$ cat src/rtl/pgbuf_pkg.sv
package pgbuf_pkg;
    typedef enum logic [1:0] {
        PG_IDLE    = 2'd0,
        PG_COLLECT = 2'd1,
        PG_COMMIT  = 2'd2,
        PG_WAIT    = 2'd3
    } pg_state_t;
endpackage

$ cat src/rtl/pgbuf_store.sv
module pgbuf_store #(
    parameter int DATA_W = 8,
    parameter int IDX_W  = 2
) (
    input  logic                 clk,
    input  logic                 rst_n,
    input  logic                 clear,
    input  logic                 wr,
    input  logic [IDX_W-1:0]     wr_idx,
    input  logic [DATA_W-1:0]    wr_data,
    input  logic [IDX_W-1:0]     rd_idx,
    output logic [DATA_W-1:0]    rd_data,
    output logic [(1<<IDX_W)-1:0] valid
);
    localparam int SLOTS = 1 << IDX_W;

    logic [DATA_W-1:0] slot_d [SLOTS];
    logic              slot_v [SLOTS];

    for (genvar i = 0; i < SLOTS; i++) begin : g_slot
        always_ff @(posedge clk or negedge rst_n) begin
            if (!rst_n) begin
                slot_d[i] <= '0;
                slot_v[i] <= 1'b0;
            end else if (clear) begin
                slot_v[i] <= 1'b0;
            end else if (wr && (wr_idx == IDX_W'(i))) begin
                slot_d[i] <= wr_data;
                slot_v[i] <= 1'b1;
            end
        end
    end

    always_comb begin
        for (int k = 0; k < SLOTS; k++) valid[k] = slot_v[k];
        rd_data = slot_d[rd_idx];
    end
endmodule

$ cat src/rtl/pgbuf_timer.sv
module pgbuf_timer #(
    parameter int PROG_CLKS = 500000
) (
    input  logic clk,
    input  logic rst_n,
    input  logic run,
    output logic last
);
    localparam int CNT_W = (PROG_CLKS > 1) ? $clog2(PROG_CLKS) : 1;
    localparam logic [CNT_W-1:0] LOAD = CNT_W'(PROG_CLKS - 1);

    logic [CNT_W-1:0] cnt_q;

    always_ff @(posedge clk or negedge rst_n) begin
        if (!rst_n)         cnt_q <= LOAD;
        else if (!run)      cnt_q <= LOAD;
        else if (cnt_q != 0) cnt_q <= cnt_q - 1'b1;
    end

    assign last = run && (cnt_q == '0);

    AST_TIMER_NO_EARLY_STOP: assert property (@(posedge clk) disable iff (!rst_n)
        (run && !last) |=> run);
endmodule

$ cat src/rtl/pgbuf_prog.sv
module pgbuf_prog
    import pgbuf_pkg::*;
#(
    parameter int ADDR_W    = 8,
    parameter int DATA_W    = 8,
    parameter int PAGE_BITS = 2,
    parameter int PROG_CLKS = 500000
) (
    input  logic              clk,
    input  logic              rst_n,
    input  logic              cmd_start,
    input  logic [ADDR_W-1:0] start_addr,
    input  logic              byte_vld,
    input  logic [DATA_W-1:0] byte_data,
    input  logic              cs_rise,
    input  logic              at_boundary,
    input  logic              wr_permit,
    output logic              busy,
    output logic              arr_we,
    output logic [ADDR_W-1:0] arr_addr,
    output logic [DATA_W-1:0] arr_wdata,
    output logic              cycle_done
);
    localparam int SLOTS = 1 << PAGE_BITS;
    localparam int HI_W  = ADDR_W - PAGE_BITS;

    pg_state_t             state_q, state_d;
    logic [HI_W-1:0]       page_q;
    logic [PAGE_BITS-1:0]  ptr_q, slot_q;
    logic [SLOTS-1:0]      have;
    logic [DATA_W-1:0]     rd_data;
    logic                  st_clear, st_wr, launch, tmr_run, tmr_last;

    assign st_clear = (state_q == PG_IDLE) && cmd_start;
    assign st_wr    = (state_q == PG_COLLECT) && byte_vld && !cs_rise;
    assign launch   = (state_q == PG_COLLECT) && cs_rise && at_boundary
                      && wr_permit && (|have);

    pgbuf_store #(.DATA_W(DATA_W), .IDX_W(PAGE_BITS)) u_store (
        .clk(clk), .rst_n(rst_n), .clear(st_clear), .wr(st_wr),
        .wr_idx(ptr_q), .wr_data(byte_data), .rd_idx(slot_q),
        .rd_data(rd_data), .valid(have)
    );

    pgbuf_timer #(.PROG_CLKS(PROG_CLKS)) u_timer (
        .clk(clk), .rst_n(rst_n), .run(tmr_run), .last(tmr_last)
    );

    // next-state
    always_comb begin
        state_d = state_q;
        unique case (state_q)
            PG_IDLE:    if (cmd_start) state_d = PG_COLLECT;
            PG_COLLECT: if (cs_rise) state_d = launch ? PG_COMMIT : PG_IDLE;
            PG_COMMIT:  if (slot_q == PAGE_BITS'(SLOTS - 1)) state_d = PG_WAIT;
            PG_WAIT:    if (tmr_last) state_d = PG_IDLE;
        endcase
    end

    // state register
    always_ff @(posedge clk or negedge rst_n) begin
        if (!rst_n) state_q <= PG_IDLE;
        else        state_q <= state_d;
    end

    // address and position registers
    always_ff @(posedge clk or negedge rst_n) begin
        if (!rst_n) begin
            page_q <= '0;
            ptr_q  <= '0;
            slot_q <= '0;
        end else begin
            if (st_clear) begin
                page_q <= start_addr[ADDR_W-1:PAGE_BITS];
                ptr_q  <= start_addr[PAGE_BITS-1:0];
            end else if (st_wr) begin
                ptr_q <= ptr_q + 1'b1;
            end
            if (launch)                      slot_q <= '0;
            else if (state_q == PG_COMMIT)   slot_q <= slot_q + 1'b1;
        end
    end

    // outputs
    always_comb begin
        busy       = (state_q == PG_COMMIT) || (state_q == PG_WAIT);
        arr_we     = (state_q == PG_COMMIT) && have[slot_q];
        arr_addr   = {page_q, slot_q};
        arr_wdata  = rd_data;
        tmr_run    = (state_q == PG_WAIT);
        cycle_done = tmr_last;
    end

    AST_WE_NEEDS_BUSY: assert property (@(posedge clk) disable iff (!rst_n)
        arr_we |-> busy);
    AST_DONE_SINGLE: assert property (@(posedge clk) disable iff (!rst_n)
        cycle_done |=> !cycle_done);
    AST_DONE_ENDS_BUSY: assert property (@(posedge clk) disable iff (!rst_n)
        cycle_done |=> !busy);
    AST_BUSY_HELD: assert property (@(posedge clk) disable iff (!rst_n)
        (busy && !cycle_done) |=> busy);
    AST_NO_LOAD_WHILE_BUSY: assert property (@(posedge clk) disable iff (!rst_n)
        busy |-> !st_wr);
endmodule

$ cat config.mk
export PLATFORM = sky130hd
export DESIGN_NAME = pgbuf_prog
export DESIGN_NICKNAME = d
export VERILOG_FILES = /design/src/rtl/pgbuf_pkg.sv /design/src/rtl/pgbuf_store.sv /design/src/rtl/pgbuf_timer.sv /design/src/rtl/pgbuf_prog.sv
export SDC_FILE = /design/constraint.sdc
export NUM_CORES = 1
export LEC_CHECK = 0
export BUFFER_PORTS_ARGS = -buffer_cell sky130_fd_sc_hd__buf_2
export CORE_ASPECT_RATIO = 0.7
export CORE_MARGIN = 3
export CORE_UTILIZATION = 57
export CTS_CLUSTER_SIZE = 20
export DETAILED_ROUTE_END_ITERATION = 7
export HOLD_SLACK_MARGIN = 0.02
export PLACE_DENSITY = 0.88
export SLEW_MARGIN = 20
export SYNTH_ARGS = -nofsm -noshare
export SYNTH_HDL_FRONTEND = slang
export SYNTH_SLANG_ARGS = --single-unit
$ cat constraint.sdc
create_clock -name clk -period 2.2 [get_ports clk]
set_clock_uncertainty 0.05 [all_clocks]
set_input_delay 0.11 -clock clk [delete_from_list [all_inputs] [get_ports clk]]
set_output_delay 0.11 -clock clk [all_outputs]
set_load 0.005 [all_outputs]
# After elaboration in Yosys (flattened, before gate mapping)
# Index checks and enable logic that the tools add are counted.
[totals]
register_bits = 67
in_bits = 23
out_inout_bits = 19
elab_cells = 88
[classes]
addsub = 3
n_lt_le_gt_ge = 2
n_eq_ne = 12
mux = 25
bitwise = 2
n_reduce_logical = 31
[op_table]
columns = ["op", "count"]
rows = [
  ["19-bit two-way mux", 2],
  ["19-bit logical NOT", 1],
  ["19-bit nonzero test", 1],
  ["19-bit by 1-bit subtractor with 19-bit output (second input constant)", 1],
  ["2-bit two-way mux", 9],
  ["8-bit binary-select mux with 2-bit select", 1],
  ["8-bit two-way mux", 2],
  ["1-bit logical AND", 13],
  ["2-bit nonzero test", 6],
  ["2-bit == test (second input constant)", 5],
  ["2-bit inequality test (second input constant)", 5],
  ["1-bit two-way mux", 9],
  ["2-bit case mux with 4 select lines", 1],
  ["2-bit AND reduction", 4],
  ["2-bit by 1-bit adder with 2-bit output (second input constant)", 2],
  ["2-bit by 1-bit == test with 1-bit output (second input constant)", 2],
  ["2-bit logical NOT", 2],
  ["4-bit AND reduction", 1],
  ["4-bit OR reduction", 1],
  ["3-bit >= comparator (second input constant)", 1],
  ["2-bit by 3-bit less-than comparator with 1-bit output (second input constant)", 1],
  ["2-bit inverter with 3-bit output", 1],
  ["1-bit binary-select mux with 2-bit select", 1],
  ["1-bit logical NOT", 1],
  ["2 further kinds", 2],
]

# Logic depth before layout (Yosys ltp)
[logic_depth]
word_depth = 8
ltp_mapped = 6
mapped_depth_nobuf = 5

# Cells and area by module
# From an unflattened synthesis, not the netlist that was laid out.
[hier_totals]
cells_unflattened = 260
hier_area_um2 = 3273.1
[by_module_without_submodules]
columns = ["module", "instances", "cells_each", "area_per_inst_um2", "seq_area_each_um2"]
rows = [
  ["pgbuf_store", 1, 98, 1586.5, 900.9],
  ["pgbuf_timer", 1, 115, 1079.8, 489.2],
  ["pgbuf_prog", 1, 47, 606.8, 300.3],
]

# Least setup slack after synthesis
# No wires, ideal clock.
[synth_path]
path_type = "reg-to-reg"
start = "register u_timer.cnt_q[0]"
end = "register u_timer.cnt_q[11]"
setup_ns = 0.078
arrival_ns = 1.781
required_time_ns = 2.072
setup_slack_ns = 0.291
path_stages_with_launch = 7
path_buffers = 1
synth_period_minus_slack_ns = 1.909
cell_sequence = "dfstp_2 inv_1 ha_1 and4_1 buf_2 or4_1 a21oi_1"
[synth_between]
elab_chain_len = 3
elab_cells_between_ends = 5
cone_classes = "1 x add/sub; 1 x eq/ne; 2 x mux; 1 x reduce/logical"
[synth_lines]
columns = ["element", "line", "rtl"]
rows = [
  ["start, declared", "pgbuf_timer.sv:12", "logic [CNT_W-1:0] cnt_q;"],
  ["start signal, assigned", "pgbuf_timer.sv:17", "else if (cnt_q != 0) cnt_q <= cnt_q - 1'b1;"],
  ["19-bit by 1-bit subtractor with 19-bit output", "pgbuf_timer.sv:17", ""],
  ["19-bit two-way mux", "pgbuf_timer.sv:17", ""],
  ["19-bit two-way mux", "pgbuf_timer.sv:16", "else if (!run) cnt_q <= LOAD;"],
]
# Parallel ways exist; a longest one is shown, timed or not. The select of a mux whose other input is x is not followed.
# A chain may end at the register's enable or synchronous reset.

# Worst setup path after layout
[layout_path]
start = "register u_timer.cnt_q[0]"
end = "register u_timer.cnt_q[9]"
# Same word-level chain as after synthesis.

==> results.ini <==
[outcome]
run_status=completed

[detailed_routing]
drt_pass_1_iters=4
detail_route.iter0.violations=216
viasPerCell=5.89
via_count=2469
ant_nets=0
drt_drc_violations_left=0
wl_per_cell_um=16.4
totalWireLength_um=6890

[grt]
number_of_global_route_vias_before_repair=2427
globalRouteOverflowTotal=0
number_of_antenna_violations_at_the_first_check_in_global_routing=0
grt_pass1_wl_um=11900
largest_net_degree_at_the_start_of_global_routing=38
grtUsageTotal_pct=23.4

[synth]
synth-edff-count=0
synth_area_leader_cell=sky130_fd_sc_hd__dfrtp_1
synth_largest_type_area_fraction_pct=43.0
synth.yosys.seq_area_share_pct=51.9
synth_area_leaders=sky130_fd_sc_hd__dfrtp_1 (43%), sky130_fd_sc_hd__mux2_2 (11%), sky130_fd_sc_hd__dfstp_2 (8.9%)
syn-cell-area_um2=3260
yosysWarnings=0
mappedNetlistNets=309
postSynth.asyncResetShare_pct=100
netlist_instances=280
ys.flop_type=sky130_fd_sc_hd__dfrtp_1
synth.distinct_cells=40
ys_seq_elements=67
post_synth.cell_area_avg_um2=11.6

[timing]
finalSetupViolations=0
fin_tns_setup_ns=0
min_period_over_period_pct=95.1
fin_hold_ws_ns=0.0734
drv_slew=0
tightest_slew_ns=0.470
hold_viol_final=0
finalWorstPathRequiredPeriod_ns=2.09
rsz_0062_raised_after_global_routing=no
timing.fmax_ghz=0.478
slew_headroom_pct=68.6

[pwr]
leakage_nw=1.73
pwr_per_cell_area_nw_per_um2=1110
total_power_mw=4.31
peakVddDrop_uv=654

[setup_path]
startpoint_type=flip-flop
r2r_slack_ns=0.11
worst_ep_required_time_ns=2.40
timing.critical_path.cells=inv_1, ha_1, and4_1, or4b_1, a21oi_1
worst-endpoint-arrival_ns=2.29
worst-setup-path-type=flip-flop to flip-flop
max_stage_delay_ns=0.57
critical_path.endpoint=u_timer.cnt_q[9]
rr_endpoint=u_timer.cnt_q[9]
setup.worst_path.end_class=flip-flop
worstPathMaxFanout=11
critical-path-slowest-cell=sky130_fd_sc_hd__dfstp_2
rr_worst_depth=5
r2r-start=u_timer.cnt_q[0]
startpoint=u_timer.cnt_q[0]

[placed_design]
place_congestion=0.892
io_buffers=41
dp_hpwl_um=4730

[clocking]
cts-buffers-inserted=9
max-clock-path-buffers=2
clkLatencyLatePin_ns=0.34
clock_tree.root_cell=sky130_fd_sc_hd__clkbuf_8
tritoncts=yes
path_clk_slew_ns=0.07
clkSinkCount=67
htree_levels=3

[die]
floorplan_core_area_um2=5370
die_outline_area_um2=6670
floorplan.rows=22
num_io_pins=42
vertical_die_dimension_um=69.2
initial_utilization_pct=60.7
die-width_um=96.3

[finish]
total_inserted_antenna_cells=0
layout.cells.most_common=sky130_fd_sc_hd__dfrtp_1
sequential_cell_area_um2=1690
multi_input_comb_area_um2=1490
filler_cell_count=364
most-common-layout-cells=sky130_fd_sc_hd__dfrtp_1 (56), sky130_fd_sc_hd__nand2_1 (45), sky130_fd_sc_hd__buf_2 (41)
synthToLayoutAreaGrowth_pct=19.5
post_route_cells_drive_above_1_share_pct=34.3
final_net_count=371

[worst_hold_path]
worst_hold_path_type=input port to flip-flop

[run]
max_cap_viol_count=0

-- critical path: cells and delay by family, from the launching register on --
kind,cells,cell delay (ns)
AOI/OAI and AO/OA,1,0.21
adders and majority gates,1,0.31
buffers and inverters,1,0.08
DFF,1,0.57
and+or+nand+nor,2,0.78
-- cell families (layout without fill, tap and decap cells) --
group	Yosys count	in the layout	synth area share [%]
flops	67	67	51.9
xor+xnor	2	2	0.538
simple gates	106	106	17.0
mux	45	45	18.5
buf+inv	18	85	2.27
compound gates	36	36	7.45
fa+ha+maj	6	6	2.30
-- cells in the mapped netlist, types with 3 or more instances --
library cell,number
sky130_fd_sc_hd__ha_1,6
sky130_fd_sc_hd__nand3_1,6
sky130_fd_sc_hd__nor2_1,17
sky130_fd_sc_hd__and3_1,3
sky130_fd_sc_hd__buf_2,5
sky130_fd_sc_hd__and2_1,3
sky130_fd_sc_hd__dfrtp_1,56
sky130_fd_sc_hd__inv_1,5
sky130_fd_sc_hd__mux2_2,32
sky130_fd_sc_hd__clkbuf_1,8
sky130_fd_sc_hd__or4_1,6
sky130_fd_sc_hd__o31ai_1,5
sky130_fd_sc_hd__o21ai_0,8
sky130_fd_sc_hd__nand2_1,45
sky130_fd_sc_hd__nor3_1,8
sky130_fd_sc_hd__o41ai_1,3
sky130_fd_sc_hd__mux4_2,9
sky130_fd_sc_hd__mux2i_1,4
sky130_fd_sc_hd__a21oi_1,10
sky130_fd_sc_hd__dfstp_2,11
-- power breakdown --
| part | internal (mW) | switching, mW |
|---|---|---|
| Combinational | 0.811 | 0.655 |
| Sequential | 1.65 | 0.261 |
| Clock | 0.467 | 0.460 |
| Total | 2.93 | 1.38 |
-- through the flow --
stage | setup slack [ns] | area, um^2 | util, % | std cells
after floorplan | 0.291 | 3260 | - | 280
after global placement | 0.274 | 3530 | 65.9 | 385
after detailed placement | 0.129 | 3530 | 65.9 | 385
after CTS | 0.0578 | 3880 | 72.4 | 418
after global routing | 0.0360 | 3890 | 72.5 | 419
final | 0.108 | 3890 | 72.5 | 419
-- metal layers --
layer  share of wire [%]  GRT usage [%]
met4                 2.7           8.86
met2                  47           35.3
met5                   0              0
met1                  45           32.1
met3                 5.1           6.72
-- what timing repair did --
action / CTS / global route
endpoints found under the setup margin: 0 / 1
hold buffers: 17 / 0
buffers inserted: 0 / 1
gates resized for setup: 0 / 0
hold endpoints to repair: 96 / 0
-- worst min path at each step --
stage,endpoint,slack [ns],from,depth (start not counted)
floorplan,async pin,-0.24,rst_n,0
global placement,u_store.slot_d[23],-0.09,rst_n,1
detailed placement,u_store.slot_d[25],-0.09,rst_n,1
CTS,state_q[0],0.06,cs_rise,4
global route,state_q[0],0.08,cs_rise,4
finish,state_q[0],0.07,cs_rise,4
-- cell type report --
type                    count  area share (%)
clock inverters             4           0.643
flip-flops and latches     67            43.4
multi-input cells         195            38.3
repair buffers             64            10.8
well taps                  72            2.31
clock buffers              12            3.99
inverters                   5           0.482
-- flip-flops by register name, summed over array words and instances, names as in the netlist, named ones only --
name,flops
page_q,6
ptr_q,2
slot_q,2
state_q,1
u_store.slot_d,32
u_store.valid,4
u_timer.cnt_q,19
No activity file was read; power rests on OpenSTA's default activity.
